===== config.mk =====
export PLATFORM = sky130hd
export DESIGN_NAME = bias_loop_ctrl
export DESIGN_NICKNAME = d
export VERILOG_FILES = /design/src/rtl/bias_loop_ctrl.sv
export SDC_FILE = /design/constraint.sdc
export NUM_CORES = 1
export LEC_CHECK = 0
export CORE_AREA = 2 2 40 78
export CTS_CLUSTER_DIAMETER = 100
export DETAILED_ROUTE_END_ITERATION = 8
export DIE_AREA = 0 0 42 80
export GPL_TIMING_DRIVEN = 1
export PLACE_DENSITY = 0.8
export SLEW_MARGIN = 20
export SYNTH_ARGS = -nofsm -noshare
export SYNTH_HDL_FRONTEND = slang
export SYNTH_SLANG_ARGS = --single-unit

===== constraint.sdc =====
create_clock -name clk -period 3.56 [get_ports clk]
set_clock_uncertainty 0.15 [all_clocks]
set_input_delay 0.89 -clock clk [delete_from_list [all_inputs] [get_ports clk]]
set_output_delay 0.89 -clock clk [all_outputs]
set_load 0.02 [all_outputs]

===== src/rtl/bias_loop_ctrl.sv =====
module bias_loop_ctrl #(
  parameter int BW       = 4,
  parameter int DW       = 2,
  parameter int WIN_LOG2 = 6,
  parameter int TGT_BASE = 6,
  parameter int TGT_STEP = 4
) (
  input  logic                 clk,
  input  logic                 rst_n,
  input  logic [DW-1:0]        demand,
  input  logic                 rep_osc,
  output logic [DW-1:0]        clk_sel,
  output logic signed [BW-1:0] bias
);
  localparam int CW = WIN_LOG2 + 1;
  localparam int TW = CW + DW + 4;
  localparam logic [DW-1:0] DMAX = '1;
  localparam logic signed [BW-1:0] BMAX = {1'b0, {(BW-1){1'b1}}};
  localparam logic signed [BW-1:0] BMIN = {1'b1, {(BW-1){1'b0}}};

  logic [2:0]          rsync;
  logic [WIN_LOG2-1:0] win_cnt;
  logic [CW-1:0]       edge_cnt;
  logic signed [BW-1:0] bias_nxt;

  wire          rep_rise = rsync[1] & ~rsync[2];
  wire          win_end  = &win_cnt;
  wire [CW-1:0] total    = edge_cnt + CW'(rep_rise);
  wire [TW-1:0] target   = TW'(TGT_BASE) + TW'(TGT_STEP) * TW'(clk_sel);
  wire          slow     = (TW'(total) + TW'(1)) < target;
  wire          fast     = TW'(total) > (target + TW'(1));

  always_comb begin
    bias_nxt = bias;
    if (demand == DMAX || clk_sel == DMAX)
      bias_nxt = '0;
    else if (slow && bias != BMAX)
      bias_nxt = bias + BW'(1);
    else if (fast && bias != BMIN)
      bias_nxt = bias - BW'(1);
  end

  always_ff @(posedge clk or negedge rst_n) begin
    if (!rst_n) begin
      rsync    <= '0;
      win_cnt  <= '0;
      edge_cnt <= '0;
      clk_sel  <= DMAX;
      bias     <= '0;
    end else begin
      rsync   <= {rsync[1:0], rep_osc};
      win_cnt <= win_cnt + WIN_LOG2'(1);
      if (win_end) begin
        edge_cnt <= '0;
        clk_sel  <= demand;
        bias     <= bias_nxt;
      end else begin
        edge_cnt <= total;
      end
    end
  end
endmodule


==> results of run 1 <==
through the flow:
step	util (%)	instances	setup slack [ps]	hold slack [ps]	TNS, ps
floorplan	-	128	18.2	181	0
global placement	58.2	179	-24.1	183	-24.1
detailed placement	58.2	179	-117	186	-150
CTS	62.6	185	-27.6	205	-27.6
global route	64.7	188	-149	206	-423
finish	64.7	188	39.4	204	0
final timing paths:
check                                         endpoint  slack (ps)
worst max-delay path               bias[3]$_DFFE_PN0P_          40
worst min-delay path                rsync[1]$_DFF_PN0_         200
worst max register to register     bias[3]$_DFFE_PN0P_          40
worst min register to register      rsync[1]$_DFF_PN0_         200
max in group asynchronous       clk_sel[1]$_DFFE_PN1P_        2480
min in group asynchronous          bias[2]$_DFFE_PN0P_         420
registers in the layout, indices dropped and copies added (netlist names):
signal / count
clk_sel: 2
rsync: 3
win_cnt: 6
edge_cnt: 7
bias: 4
layout make-up:
class	instances	area (um2)
multi-input combinational	91	845
fill	193	965
tap	29	36.3
inverter	14	52.6
sequential	22	553
timing repair buffer	28	230
clock buffer	4	55.1
layer usage:
layer | GRT usage [%] | part of all wire (%)
met1 | 19.9 | 35
met5 | 0 | 0
met3 | 2.49 | 2.0
met4 | 11.3 | 4.9
met2 | 41.9 | 58
Yosys cell counts (all sizes together), types with 2 or more instances:
cell type / n / area [um2]
dfstp: 2 / 52.6
xor2: 4 / 42.6
and3: 3 / 18.8
xnor2: 9 / 86.3
a21oi: 8 / 55.1
o2111ai: 2 / 23.8
nor3: 2 / 15.0
dfrtp: 20 / 500
o21ai: 3 / 15.0
nor2: 8 / 32.5
nand4: 2 / 12.5
mux2: 4 / 45.0
nor2b: 3 / 18.8
ha: 13 / 163
a21o: 2 / 15.0
nand2: 7 / 26.3
nand3: 8 / 45.0
or3: 2 / 12.5
o22ai: 2 / 12.5
inv: 14 / 52.6
cells in the final DEF (no fill, tap or decap), drive strengths merged, types with 2 or more instances in the layout:
cell type      synthesis  final
nor2                   8      8
xnor2                  9      9
dfrtp                 20     20
o2111ai                2      2
nor2b                  3      3
buf                    0     19
nand3                  8      8
nand2                  7      7
inv                   14     14
nor3                   2      2
dfstp                  2      2
a21o                   2      2
clkbuf                 1      4
clkdlybuf4s50          0      9
or3                    2      2
nand4                  2      2
ha                    13     13
xor2                   4      4
o21ai                  3      3
a21oi                  8      8
o22ai                  2      2
mux2                   4      4
and3                   3      3
power by group:
group,switching (mW),internal (mW)
Clock,0.0825,0.0987
Combinational,0.422,0.503
Sequential,0.0510,0.281
critical path: stages, from the launching register on:
cell       delay (ps)
dfrtp_1           370
nor2b_1           130
ha_2              190
ha_4              230
ha_4              180
xnor2_2           130
ha_1              270
a21o_1            170
a21oi_2           190
o2111ai_2         150
a21oi_4           180
inv_2              70
ha_4              210
a21o_1            160
a21oi_2           130
xnor2_1            90
or4_1             390
nand3_1            70
timing repair:
action / in CTS / in global routing
setup buffers: 2 / 3
endpoints found under the setup margin: 2 / 3
cloned: 0 / 0
resized for setup: 6 / 7
pin swaps: 10 / 6
logic make-up after synthesis:
logic type               synth area share, %
buffers and inverters                   4.21
AND/OR/NAND/NOR                         15.2
XOR/XNOR                                9.64
multiplexers                            3.37
AO/OA/AOI/OAI                           12.5
adder cells (fa/ha/maj)                 13.7
flip-flops                              41.3
==> impl_metrics.tcl, run 1 <==
set metrics [dict create \
    dp_hpwl_mm 2.29 \
    antenna_found_initial 0 \
    synth_ff_type "dfrtp_1" \
    hold_violations 0 \
    yosysSeqAreaShare_pct 41.3 \
    hold_path.class "flip-flop to flip-flop" \
    via_count 1090 \
    power.density_nw_per_um2 812 \
    clock-sinks 22 \
    synth_area_um2 1340 \
    ys_ff_latch 22 \
    min_delay_path_depth 0 \
    fin_crit_sh_pct 98.9 \
    ios 11 \
    core_um2 2740 \
    maxSlewViolCount 0 \
    rsz0062_at_grt "yes" \
    power_mw 1.44 \
    diodes 0 \
    crit_arrival_ps 3580 \
    required_ps 3620 \
    area_delta_synth_final_pct 32.5 \
    fp-row-count 27 \
    drt-initial-drc-count 17 \
    first_pass_iters 4 \
    netlist_instances 128 \
    ir_drop_v 0.000624 \
    clock_latency_ps 270 \
    cts-root-buf "clkbuf_8" \
    gp_congestion 0.843 \
    cap_violations 0 \
    startpoint_type "flip-flop" \
    worst_r2r_path_depth 17 \
    grt_pass1_wl_mm 5.31 \
    drive_gt1_share_pct 31.4 \
    grt-ovfl-total 0 \
    worst_pin_slew_ps 490 \
    grt_pass1_vias 1194 \
    die_x_um 42 \
    fmax_mhz 284 \
    cts_hold_buf 0 \
    htree_levels 1 \
    die_h_um 80 \
    avgSynthCellArea_um2 10.4 \
    cts_buffer_depth 2 \
    crit_start "rsync[1]$_DFF_PN0_" \
    setup_viol_count_final 0 \
    grt_usage_pct 21.1 \
    stdcell_area_um2 1770 \
    nNetsFinal 179 \
    place_area_um2 1590 \
    status "finished clean" \
    r2r_start "rsync[1]$_DFF_PN0_" \
    worstSetupPathType "flip-flop to flip-flop" \
    cp_max_fo 3 \
    worst_hold_startpoint "rsync[0]$_DFF_PN0_" \
    synth_edf_count 0 \
    start_util_pct 48.9 \
    path_clk_slew_ps 80 \
    routedWlPerCell_um 17.1 \
    cts_tree "done" \
    synth.distinct_cells 39 \
    viasPerCell 5.80 \
    routed_wl_mm 3.21 \
    period_minus_slack_ps 3520 \
    postRouteAntennaNets 0 \
    synthArstFlopShare_pct 100 \
    yosysWarningCount 0 \
    grt_max_degree 23 \
    cts_buffers 3 \
    slew_headroom_pct 67.3 \
    die_area_um2 3360 \
    syn_nets 147 \
    p_leak_nw 0.818 \
    cp-end-kind "flip-flop" \
    drc 0 \
    io_buffer_count 10 \
]
No activity file was read; power rests on OpenSTA's default activity.
==> inputs of run 2 (changes only) <==
--- a/config.mk
+++ b/config.mk
@@ -5,12 +5,12 @@
 export SDC_FILE = /design/constraint.sdc
 export NUM_CORES = 1
 export LEC_CHECK = 0
-export CORE_AREA = 2 2 40 78
+export CORE_AREA = 2 2 50 98
 export CTS_CLUSTER_DIAMETER = 100
 export DETAILED_ROUTE_END_ITERATION = 8
-export DIE_AREA = 0 0 42 80
+export DIE_AREA = 0 0 52 100
 export GPL_TIMING_DRIVEN = 1
-export PLACE_DENSITY = 0.8
+export PLACE_DENSITY = 0.57
 export SLEW_MARGIN = 20
 export SYNTH_ARGS = -nofsm -noshare
 export SYNTH_HDL_FRONTEND = slang
==> impl_metrics.tcl, run 2 (synthesis results as in run 1) <==
set metrics [dict create \
    finalNonFillerCells 214 \
    rsz0062_at_grt "yes" \
    grt_max_degree 23 \
    p_clk_share_pct 16.2 \
    die_x_um 52 \
    mostFrequentLayoutCell "dfrtp_1" \
    dp_hpwl_mm 2.02 \
    ios 11 \
    final_cell_mix "dfrtp_1 (20), buf_4 (18), inv_1 (11)" \
    cp-end-kind "flip-flop" \
    path_buf_inv 1 \
    start_util_pct 29.7 \
    routedWlPerCell_um 12.3 \
    drc 0 \
    power_mw 1.43 \
    clock_latency_ps 260 \
    clock-sinks 22 \
    setup_viol_count_final 0 \
    switching_share_pct 36.9 \
    p_leak_nw 0.835 \
    grt_pass1_vias 1039 \
    fp-row-count 35 \
    die_area_um2 5200 \
    gp_congestion 0.756 \
    crit_path_top_delay_cell "or4_1" \
    power.density_nw_per_um2 772 \
    setup_ws_ps 53.7 \
    antenna_found_initial 0 \
    die_h_um 100 \
    regArea_um2 553 \
    cts-root-buf "clkbuf_8" \
    top_register "edge_cnt" \
    status "finished clean" \
    diodes 0 \
    cts_buffers 3 \
    fmax_mhz 285 \
    htree_levels 1 \
    pwr-share-seq_pct 23.6 \
    critical-path-top-delay-family "adder cells" \
    core_um2 4510 \
    fin_util_pct 41.1 \
    period_minus_slack_ps 3510 \
    nFillCells 429 \
    hold_violations 0 \
    cts_buffer_depth 2 \
    place_ws_ps -119 \
    postRouteAntennaNets 0 \
    area_delta_synth_final_pct 38.4 \
    reg_top3 "edge_cnt x7, win_cnt x6, bias x4" \
    hold_path.class "flip-flop to flip-flop" \
    drt-initial-drc-count 20 \
    cp_cell_sequence "nor2b_4, ha_4, ha_4, ha_4, xnor2_2, ha_1, a21o_1, a21oi_2, o2111ai_2, a21oi_4, inv_2, ha_4, a21o_1, a21oi_2, xnor2_2, or4_1, nand3_1" \
    io_buffer_count 10 \
    crit_arrival_ps 3560 \
    largest_reg_flops 7 \
    viasPerCell 4.72 \
    p_int_mw 0.902 \
    startpoint_type "flip-flop" \
    grt-ovfl-total 0 \
    drive_gt1_share_pct 30.8 \
    required_ps 3610 \
    routed_wl_mm 2.63 \
    worstSetupPathType "flip-flop to flip-flop" \
    multi_input_area_um2 871 \
    cts_tree "done" \
    place_area_um2 1630 \
    grt_usage_pct 11.5 \
    slew_headroom_pct 73.9 \
    stdcell_area_um2 1850 \
    combPwrFrac_pct 60.2 \
    first_pass_iters 4 \
    nNetsFinal 179 \
    cap_violations 0 \
    cts_hold_buf 0 \
    hold_ws_ps 210 \
    cp_common_cell "ha_4" \
    power_switching_mw 0.528 \
    fin_tns_setup_ps 0 \
    maxSlewViolCount 0 \
    cp_max_fo 3 \
    placed_cells_incl_taps 205 \
    crit_path_max_incr_delay_ps 400 \
    worst_pin_slew_ps 389 \
    fin_crit_sh_pct 98.5 \
    grt_pass1_wl_mm 4.57 \
    ir_drop_v 0.000584 \
    via_count 1010 \
    path_clk_slew_ps 80 \
]
==> run 2: final cells by class <==
class | count | share of cell area, %
tap | 55 | 3.72
inverter | 14 | 2.84
timing repair buffer | 28 | 12.7
multi-input combinational | 91 | 47.0
clock buffer | 3 | 2.23
clock inverter | 1 | 1.62
sequential | 22 | 29.9
==> run 2: power by group through the flow <==
stage               Combinational, mW  Sequential [mW]  Clock [mW]
floorplan                       0.463            0.319           0
global placement                0.685            0.325           0
detailed placement              0.700            0.325           0
CTS                             0.819            0.329       0.242
global route                    0.957            0.344       0.248
finish                          0.861            0.337       0.232
==> run 2: routing by layer <==
layer / share of wire, % / global-route usage, %
met1: 46 / 14.9
met2: 50 / 19.3
met3: 2.4 / 1.93
met4: 1.2 / 3.04
met5: 0 / 0
==> run 2: worst paths after layout <==
check | to | slack, ps | start | depth (start not counted)
max reg2reg | bias[3]$_DFFE_PN0P_ | 50 | rsync[1]$_DFF_PN0_ | 17
min reg2reg | rsync[1]$_DFF_PN0_ | 210 | rsync[0]$_DFF_PN0_ | 0
max | bias[3]$_DFFE_PN0P_ | 50 | rsync[1]$_DFF_PN0_ | 17
min | rsync[1]$_DFF_PN0_ | 210 | rsync[0]$_DFF_PN0_ | 0
max in group asynchronous | clk_sel[1]$_DFFE_PN1P_ | 2170 | rst_n | 2
min in group asynchronous | bias[1]$_DFFE_PN0P_ | 820 | rst_n | 2
==> run 2: timing repair <==
action | CTS | global route
buffers inserted | 4 | 1
resized for setup | 10 | 5
cloned | 0 | 0
endpoints found under the setup margin | 2 | 2
pin swaps | 14 | 11
endpoints found under the hold margin | 0 | 0
